$ cat src/rtl/atomchk_pkg.sv
package atomchk_pkg;

    localparam int CTRL_FIELDS = 3;
    localparam int FIELD_W     = 2;
    localparam int CTRL_W      = CTRL_FIELDS * FIELD_W;
    localparam int ATTR_W      = 3;
    localparam int CAUSE_W     = 6;
    localparam int ADDR_W      = 32;

    localparam logic [ATTR_W-1:0] ATTR_BYPASS  = 3'd0;
    localparam logic [ATTR_W-1:0] ATTR_WTHRU   = 3'd1;
    localparam logic [ATTR_W-1:0] ATTR_WBACK   = 3'd2;
    localparam logic [ATTR_W-1:0] ATTR_ISOLATE = 3'd3;

    typedef enum logic {
        KIND_CSTORE = 1'b0,
        KIND_EXCL   = 1'b1
    } acc_kind_e;

    typedef struct packed {
        logic               raise;
        logic [CAUSE_W-1:0] cause;
    } chk_result_t;

    function automatic logic field_blocks(input logic [FIELD_W-1:0] f);
        return (f == '0);
    endfunction

endpackage

$ cat src/rtl/atomchk_fieldsel.sv
module atomchk_fieldsel
    import atomchk_pkg::*;
(
    input  logic [CTRL_W-1:0]  ctrl,
    input  logic [ATTR_W-1:0]  attr,
    input  logic               dcache_present,
    output logic [FIELD_W-1:0] field,
    output logic               use_field,
    output logic               isolate
);

    logic [FIELD_W-1:0] fld [CTRL_FIELDS];
    logic [ATTR_W-1:0]  eff_attr;

    generate
        for (genvar g = 0; g < CTRL_FIELDS; g++) begin : g_fld
            assign fld[g] = ctrl[g*FIELD_W +: FIELD_W];
        end
    endgenerate

    always_comb begin
        eff_attr  = dcache_present ? attr : ATTR_BYPASS;
        field     = '0;
        use_field = 1'b0;
        isolate   = 1'b0;
        case (eff_attr)
            ATTR_BYPASS: begin
                use_field = 1'b1;
                field     = fld[0];
            end
            ATTR_WTHRU: begin
                use_field = 1'b1;
                field     = fld[1];
            end
            ATTR_WBACK: begin
                use_field = 1'b1;
                field     = fld[2];
            end
            ATTR_ISOLATE: isolate = 1'b1;
            default: ;
        endcase
    end

endmodule

$ cat src/rtl/atomchk_decide.sv
module atomchk_decide
    import atomchk_pkg::*;
#(
    parameter logic [CAUSE_W-1:0] CAUSE_LDST   = 6'd3,
    parameter logic [CAUSE_W-1:0] CAUSE_EXCL   = 6'd7,
    parameter logic [CAUSE_W-1:0] CAUSE_STPROH = 6'd29
) (
    input  logic [CAUSE_W-1:0] fault,
    input  acc_kind_e          kind,
    input  logic               perm_rd,
    input  logic               perm_wr,
    input  logic               use_field,
    input  logic [FIELD_W-1:0] field,
    input  logic               isolate,
    output chk_result_t        res
);

    always_comb begin
        res = '0;
        if (fault != '0) begin
            res.raise = 1'b1;
            res.cause = fault;
        end else if (kind == KIND_CSTORE && !(perm_rd && perm_wr)) begin
            res.raise = 1'b1;
            res.cause = CAUSE_STPROH;
        end else if (isolate) begin
            res.raise = 1'b1;
            res.cause = CAUSE_LDST;
        end else if (use_field && field_blocks(field)) begin
            res.raise = 1'b1;
            res.cause = (kind == KIND_EXCL) ? CAUSE_EXCL : CAUSE_LDST;
        end
    end

endmodule

$ cat src/rtl/atomic_perm_check.sv
module atomic_perm_check
    import atomchk_pkg::*;
#(
    parameter logic [CAUSE_W-1:0] CAUSE_LDST   = 6'd3,
    parameter logic [CAUSE_W-1:0] CAUSE_EXCL   = 6'd7,
    parameter logic [CAUSE_W-1:0] CAUSE_STPROH = 6'd29
) (
    input  logic               clk,
    input  logic               rst,
    input  logic               req_valid,
    input  logic               kind_excl,
    input  logic               perm_rd,
    input  logic               perm_wr,
    input  logic [CAUSE_W-1:0] xlate_fault,
    input  logic [ATTR_W-1:0]  cache_attr,
    input  logic [CTRL_W-1:0]  atomic_ctrl,
    input  logic               dcache_present,
    input  logic [ADDR_W-1:0]  vaddr,
    output logic               exc_valid,
    output logic [CAUSE_W-1:0] exc_cause,
    output logic [ADDR_W-1:0]  exc_vaddr,
    output logic               rsp_done
);

    logic [FIELD_W-1:0] sel_field;
    logic               sel_use;
    logic               sel_iso;
    chk_result_t        verdict;
    acc_kind_e          kind;

    assign kind = kind_excl ? KIND_EXCL : KIND_CSTORE;

    atomchk_fieldsel u_sel (
        .ctrl           (atomic_ctrl),
        .attr           (cache_attr),
        .dcache_present (dcache_present),
        .field          (sel_field),
        .use_field      (sel_use),
        .isolate        (sel_iso)
    );

    atomchk_decide #(
        .CAUSE_LDST   (CAUSE_LDST),
        .CAUSE_EXCL   (CAUSE_EXCL),
        .CAUSE_STPROH (CAUSE_STPROH)
    ) u_dec (
        .fault     (xlate_fault),
        .kind      (kind),
        .perm_rd   (perm_rd),
        .perm_wr   (perm_wr),
        .use_field (sel_use),
        .field     (sel_field),
        .isolate   (sel_iso),
        .res       (verdict)
    );

    always_ff @(posedge clk) begin
        if (rst) begin
            rsp_done  <= 1'b0;
            exc_valid <= 1'b0;
            exc_cause <= '0;
            exc_vaddr <= '0;
        end else begin
            rsp_done  <= req_valid;
            exc_valid <= req_valid && verdict.raise;
            if (req_valid) begin
                exc_cause <= verdict.raise ? verdict.cause : '0;
                exc_vaddr <= vaddr;
            end
        end
    end


    done_follows_req_chk: assert property (@(posedge clk) disable iff (rst)
        req_valid |=> rsp_done);


    idle_no_exc_chk: assert property (@(posedge clk) disable iff (rst)
        !req_valid |=> (!exc_valid && !rsp_done));


    fault_first_chk: assert property (@(posedge clk) disable iff (rst)
        (req_valid && xlate_fault != '0) |=> (exc_valid && exc_cause == $past(xlate_fault)));


    isolate_trap_chk: assert property (@(posedge clk) disable iff (rst)
        (req_valid && dcache_present && cache_attr == ATTR_ISOLATE && xlate_fault == '0
         && (kind_excl || (perm_rd && perm_wr))) |=> (exc_valid && exc_cause == CAUSE_LDST));


    other_attr_quiet_chk: assert property (@(posedge clk) disable iff (rst)
        (req_valid && dcache_present && cache_attr[2] && xlate_fault == '0
         && perm_rd && perm_wr) |=> !exc_valid);


    rw_perm_chk: assert property (@(posedge clk) disable iff (rst)
        (req_valid && !kind_excl && xlate_fault == '0 && !(perm_rd && perm_wr))
        |=> (exc_valid && exc_cause == CAUSE_STPROH));


    vaddr_pass_chk: assert property (@(posedge clk) disable iff (rst)
        req_valid |=> (exc_vaddr == $past(vaddr)));

endmodule

$ cat config.mk
export PLATFORM = sky130hd
export DESIGN_NAME = atomic_perm_check
export DESIGN_NICKNAME = d
export VERILOG_FILES = /design/src/rtl/atomchk_pkg.sv /design/src/rtl/atomchk_fieldsel.sv /design/src/rtl/atomchk_decide.sv /design/src/rtl/atomic_perm_check.sv
export SDC_FILE = /design/constraint.sdc
export NUM_CORES = 1
export LEC_CHECK = 0
export BUFFER_PORTS_ARGS = -buffer_cell sky130_fd_sc_hd__buf_2
export CAP_MARGIN = 20
export CORE_MARGIN = 5
export CORE_UTILIZATION = 30
export CTS_CLUSTER_SIZE = 12
export DETAILED_ROUTE_END_ITERATION = 12
export SYNTH_ARGS = -nofsm -noshare
export SYNTH_HDL_FRONTEND = slang
export SYNTH_SLANG_ARGS = --single-unit
export TNS_END_PERCENT = 50
$ cat constraint.sdc
create_clock -name clk -period 1.1 [get_ports clk]
set_input_delay 0.055 -clock clk [delete_from_list [all_inputs] [get_ports clk]]
set_output_delay 0.055 -clock clk [all_outputs]
set_load 0.05 [all_outputs]
==> run_results.csv <==
group,metric,value,unit
status,outcome,"completed",
clock_network,ctsLongestPathBuffers,2,
finish,utilization,0.467,
critical_path,crit_start,"exc_vaddr[10]$_SDFFE_PP0P_",
clock_network,clkLatencyLatePin,280,ps
sta,rsz0062_at_grt,"no",
critical_path,cp_cell_sequence,"buf_2",
sta,tightest_slew,275,ps
floorplan,num_rows,26,
sta,skew,0,ps
hold_path,min_path_cells,3,
yosys,synth_top_area_share,0.524,
power,ir_drop,0.799,mV
critical_path,cp-end-kind,"output port",
hold_path,hp-class,"in2reg",
critical_path,critPathKind,"reg2out",
clock_network,cts.repair.resized,0,
sta,hold_viol,0,
power,seq_power_share,0.450,
power,p_sw,1010,uW
floorplan,initial_core_util,0.303,
clock_network,cts.sinks,40,
floorplan,coreArea,0.00504,mm2
yosys,synthCells,151,
routing,wl,3.94,mm
finish,multi_input_area,672,um2
yosys,syn_area,0.00153,mm2
flow_run,drv_cap,0,
critical_path,required,1040,ps
power,combPwrFrac,0.222,
finish,final_net_count,318,
critical_path,critPathBufInv,1,
global_routing,grt_overflow_total,0,
critical_path,r2r.worst_path.cells,2,
power,switching_share,0.290,
sta,finalSetupViolations,0,
clock_network,cts_setup_buffers,0,
placement,place_area,0.00209,mm2
yosys,synth_edf_count,0,
routing,antenna_left,0,
finish,fin_cells,335,
yosys,ys_types,27,
critical_path,r2r_setup_slack,420,ps
placement,dp_cells,311,
finish,layout-drive-gt1-share,0.415,
clock_network,cts_hold_buf,16,
yosys,syn_nets,205,
floorplan,die_area,0.00662,mm2
yosys,synth-seq-cells,40,
sta,maxSlewViolCount,0,
power,power_frac_clock,0.328,
sta,slew_headroom,0.815,
power,p_per_area,1480,mW/mm2
hold_path,min-delay-start,"vaddr[7]",
routing,drt-initial-drc-count,57,
critical_path,cpLargestDelayFamily,"flip-flops",
floorplan,die_y,81.4,um
yosys,synth_top_cells_by_area,"dfxtp_1, mux2i_1, nor2_1",
routing,vias,1437,
clock_network,cts.htree.levels,2,
finish,final_cell_area,0.00235,mm2
sta,timing.fmax,1050,MHz
clock_network,cts_tree,"built",
sta,finalCriticalPeriod,955,ps
critical_path,crit_cells,1,
placement,dp_hpwl,2.85,mm
finish,ff_latch_area,801,um2
yosys,syn_area_per_cell,10.1,um2
finish,fillers,480,
yosys,yosysSeqAreaShare,0.524,
floorplan,die_x,81.4,um
global_routing,grt_pass1_vias,1420,
floorplan,io_pins,94,
power,p_int,2480,uW
yosys,synth_top_area_cell,"dfxtp_1",
critical_path,cp.arrival,900,ps
routing,firstDrtPassIters,4,
global_routing,antenna_found_initial,0,
clock_network,numCtsBuffers,5,
yosys,ys_async_sr_fraction,0,
critical_path,cpPeakStageDelay,350,ps
critical_path,critPathMaxFanout,2,
finish,syn2layout_area_growth,54.1,%
global_routing,grt_max_degree,27,
power,p_leak,0.00123,uW
power,p_total,3490,uW
clock_network,cts-root-buf,"clkbuf_8",
placement,io_buffers,93,
yosys,ys_warn_count,0,
yosys,synth_ff_type,"dfxtp_1",
sta,period_share,0.868,
global_routing,grt_util_all_layers,0.120,
critical_path,critPathLaunchType,"flop",
routing,wl_per_cell,11.8,um
placement,gp_congestion,0.863,
critical_path,r2r-start,"exc_cause[0]$_SDFFE_PP0P_",
routing,viasPerCell,4.29,
critical_path,slowest_stage,"dfxtp_1",
finish,num_antenna_cells,0,
routing,drcViolationCount,0,
global_routing,grt_pass1_wl,6.18,mm
clock_network,clkSlewWorstSetupHoldPaths,70,ps
worst paths after layout:
check                              endpoint
hold reg to reg   exc_cause[4]$_SDFFE_PP0P_
setup reg to reg  exc_cause[0]$_SDFFE_PP0P_
setup / recovery              exc_vaddr[10]
hold / removal    exc_vaddr[7]$_SDFFE_PP0P_
registers in the layout, indices dropped and copies added, names as in the netlist:
| register | flops |
|---|---|
| rsp_done | 1 |
| exc_vaddr | 32 |
| exc_valid | 1 |
| exc_cause | 6 |
worst reg2reg max path: stages (launching register included):
cell and delay (ps):
dfxtp_1 330, nor2_1 40, a311oi_1 220
cells by family after synthesis:
logic type             synth area share
AO/OA/AOI/OAI                    0.0524
buffers and inverters            0.0360
flip-flops                        0.524
multiplexers                      0.216
AND/OR/NAND/NOR                   0.171
stage by stage:
stage | TNS, ps | hold slack [ps] | setup WS (ps)
after floorplan | 0 | 194 | 113
after global placement | -104 | 287 | -58.5
after detailed placement | -185 | 300 | -95.9
after CTS | 0 | 0.480 | 135
after global routing | 0 | 5.11 | 87.0
final | 0 | 9.66 | 145
area by class of cell:
type,count,area share
flip-flops and latches,40,0.340
repair buffers,114,0.287
multi-input cells,100,0.285
well taps,70,0.0372
clock buffers,6,0.0308
clock inverters,2,0.0149
inverters,3,0.00478
cell usage after synthesis (2+ instances only):
library cell  instances
nand4_1               2
clkbuf_1              2
nor2_1               43
buf_4                 3
nand2_1               2
a21oi_1               2
nor3_1                2
buf_2                 2
a211oi_1              2
inv_1                 3
dfxtp_1              40
mux2i_1              33
power groups by stage:
| stage | clock network [uW] | registers, uW | logic [uW] |
|---|---|---|---|
| 3_5_place_dp | 0 | 1600 | 740 |
| 6_report | 1140 | 1570 | 776 |
| 5_1_grt | 1250 | 1580 | 834 |
| 4_1_cts | 1210 | 1570 | 783 |
| 2_1_floorplan | 0 | 1910 | 196 |
| 3_3_place_gp | 0 | 1600 | 734 |
cell usage in the layout (no fill, tap or decap), types with 3 or more instances in the layout:
cell,n
inv_1,3
buf_2,93
dfxtp_1,40
clkbuf_8,5
dlygate4sd3_1,16
buf_4,4
mux2i_1,33
nor2_1,43
layer usage:
| metal | global-route usage | share of wire |
|---|---|---|
| met2 | 0.213 | 0.48 |
| met3 | 0.0432 | 0.086 |
| met1 | 0.127 | 0.41 |
| met5 | 0 | 0 |
| met4 | 0.0557 | 0.022 |
Note: power is estimated with default switching activity, not from simulation.
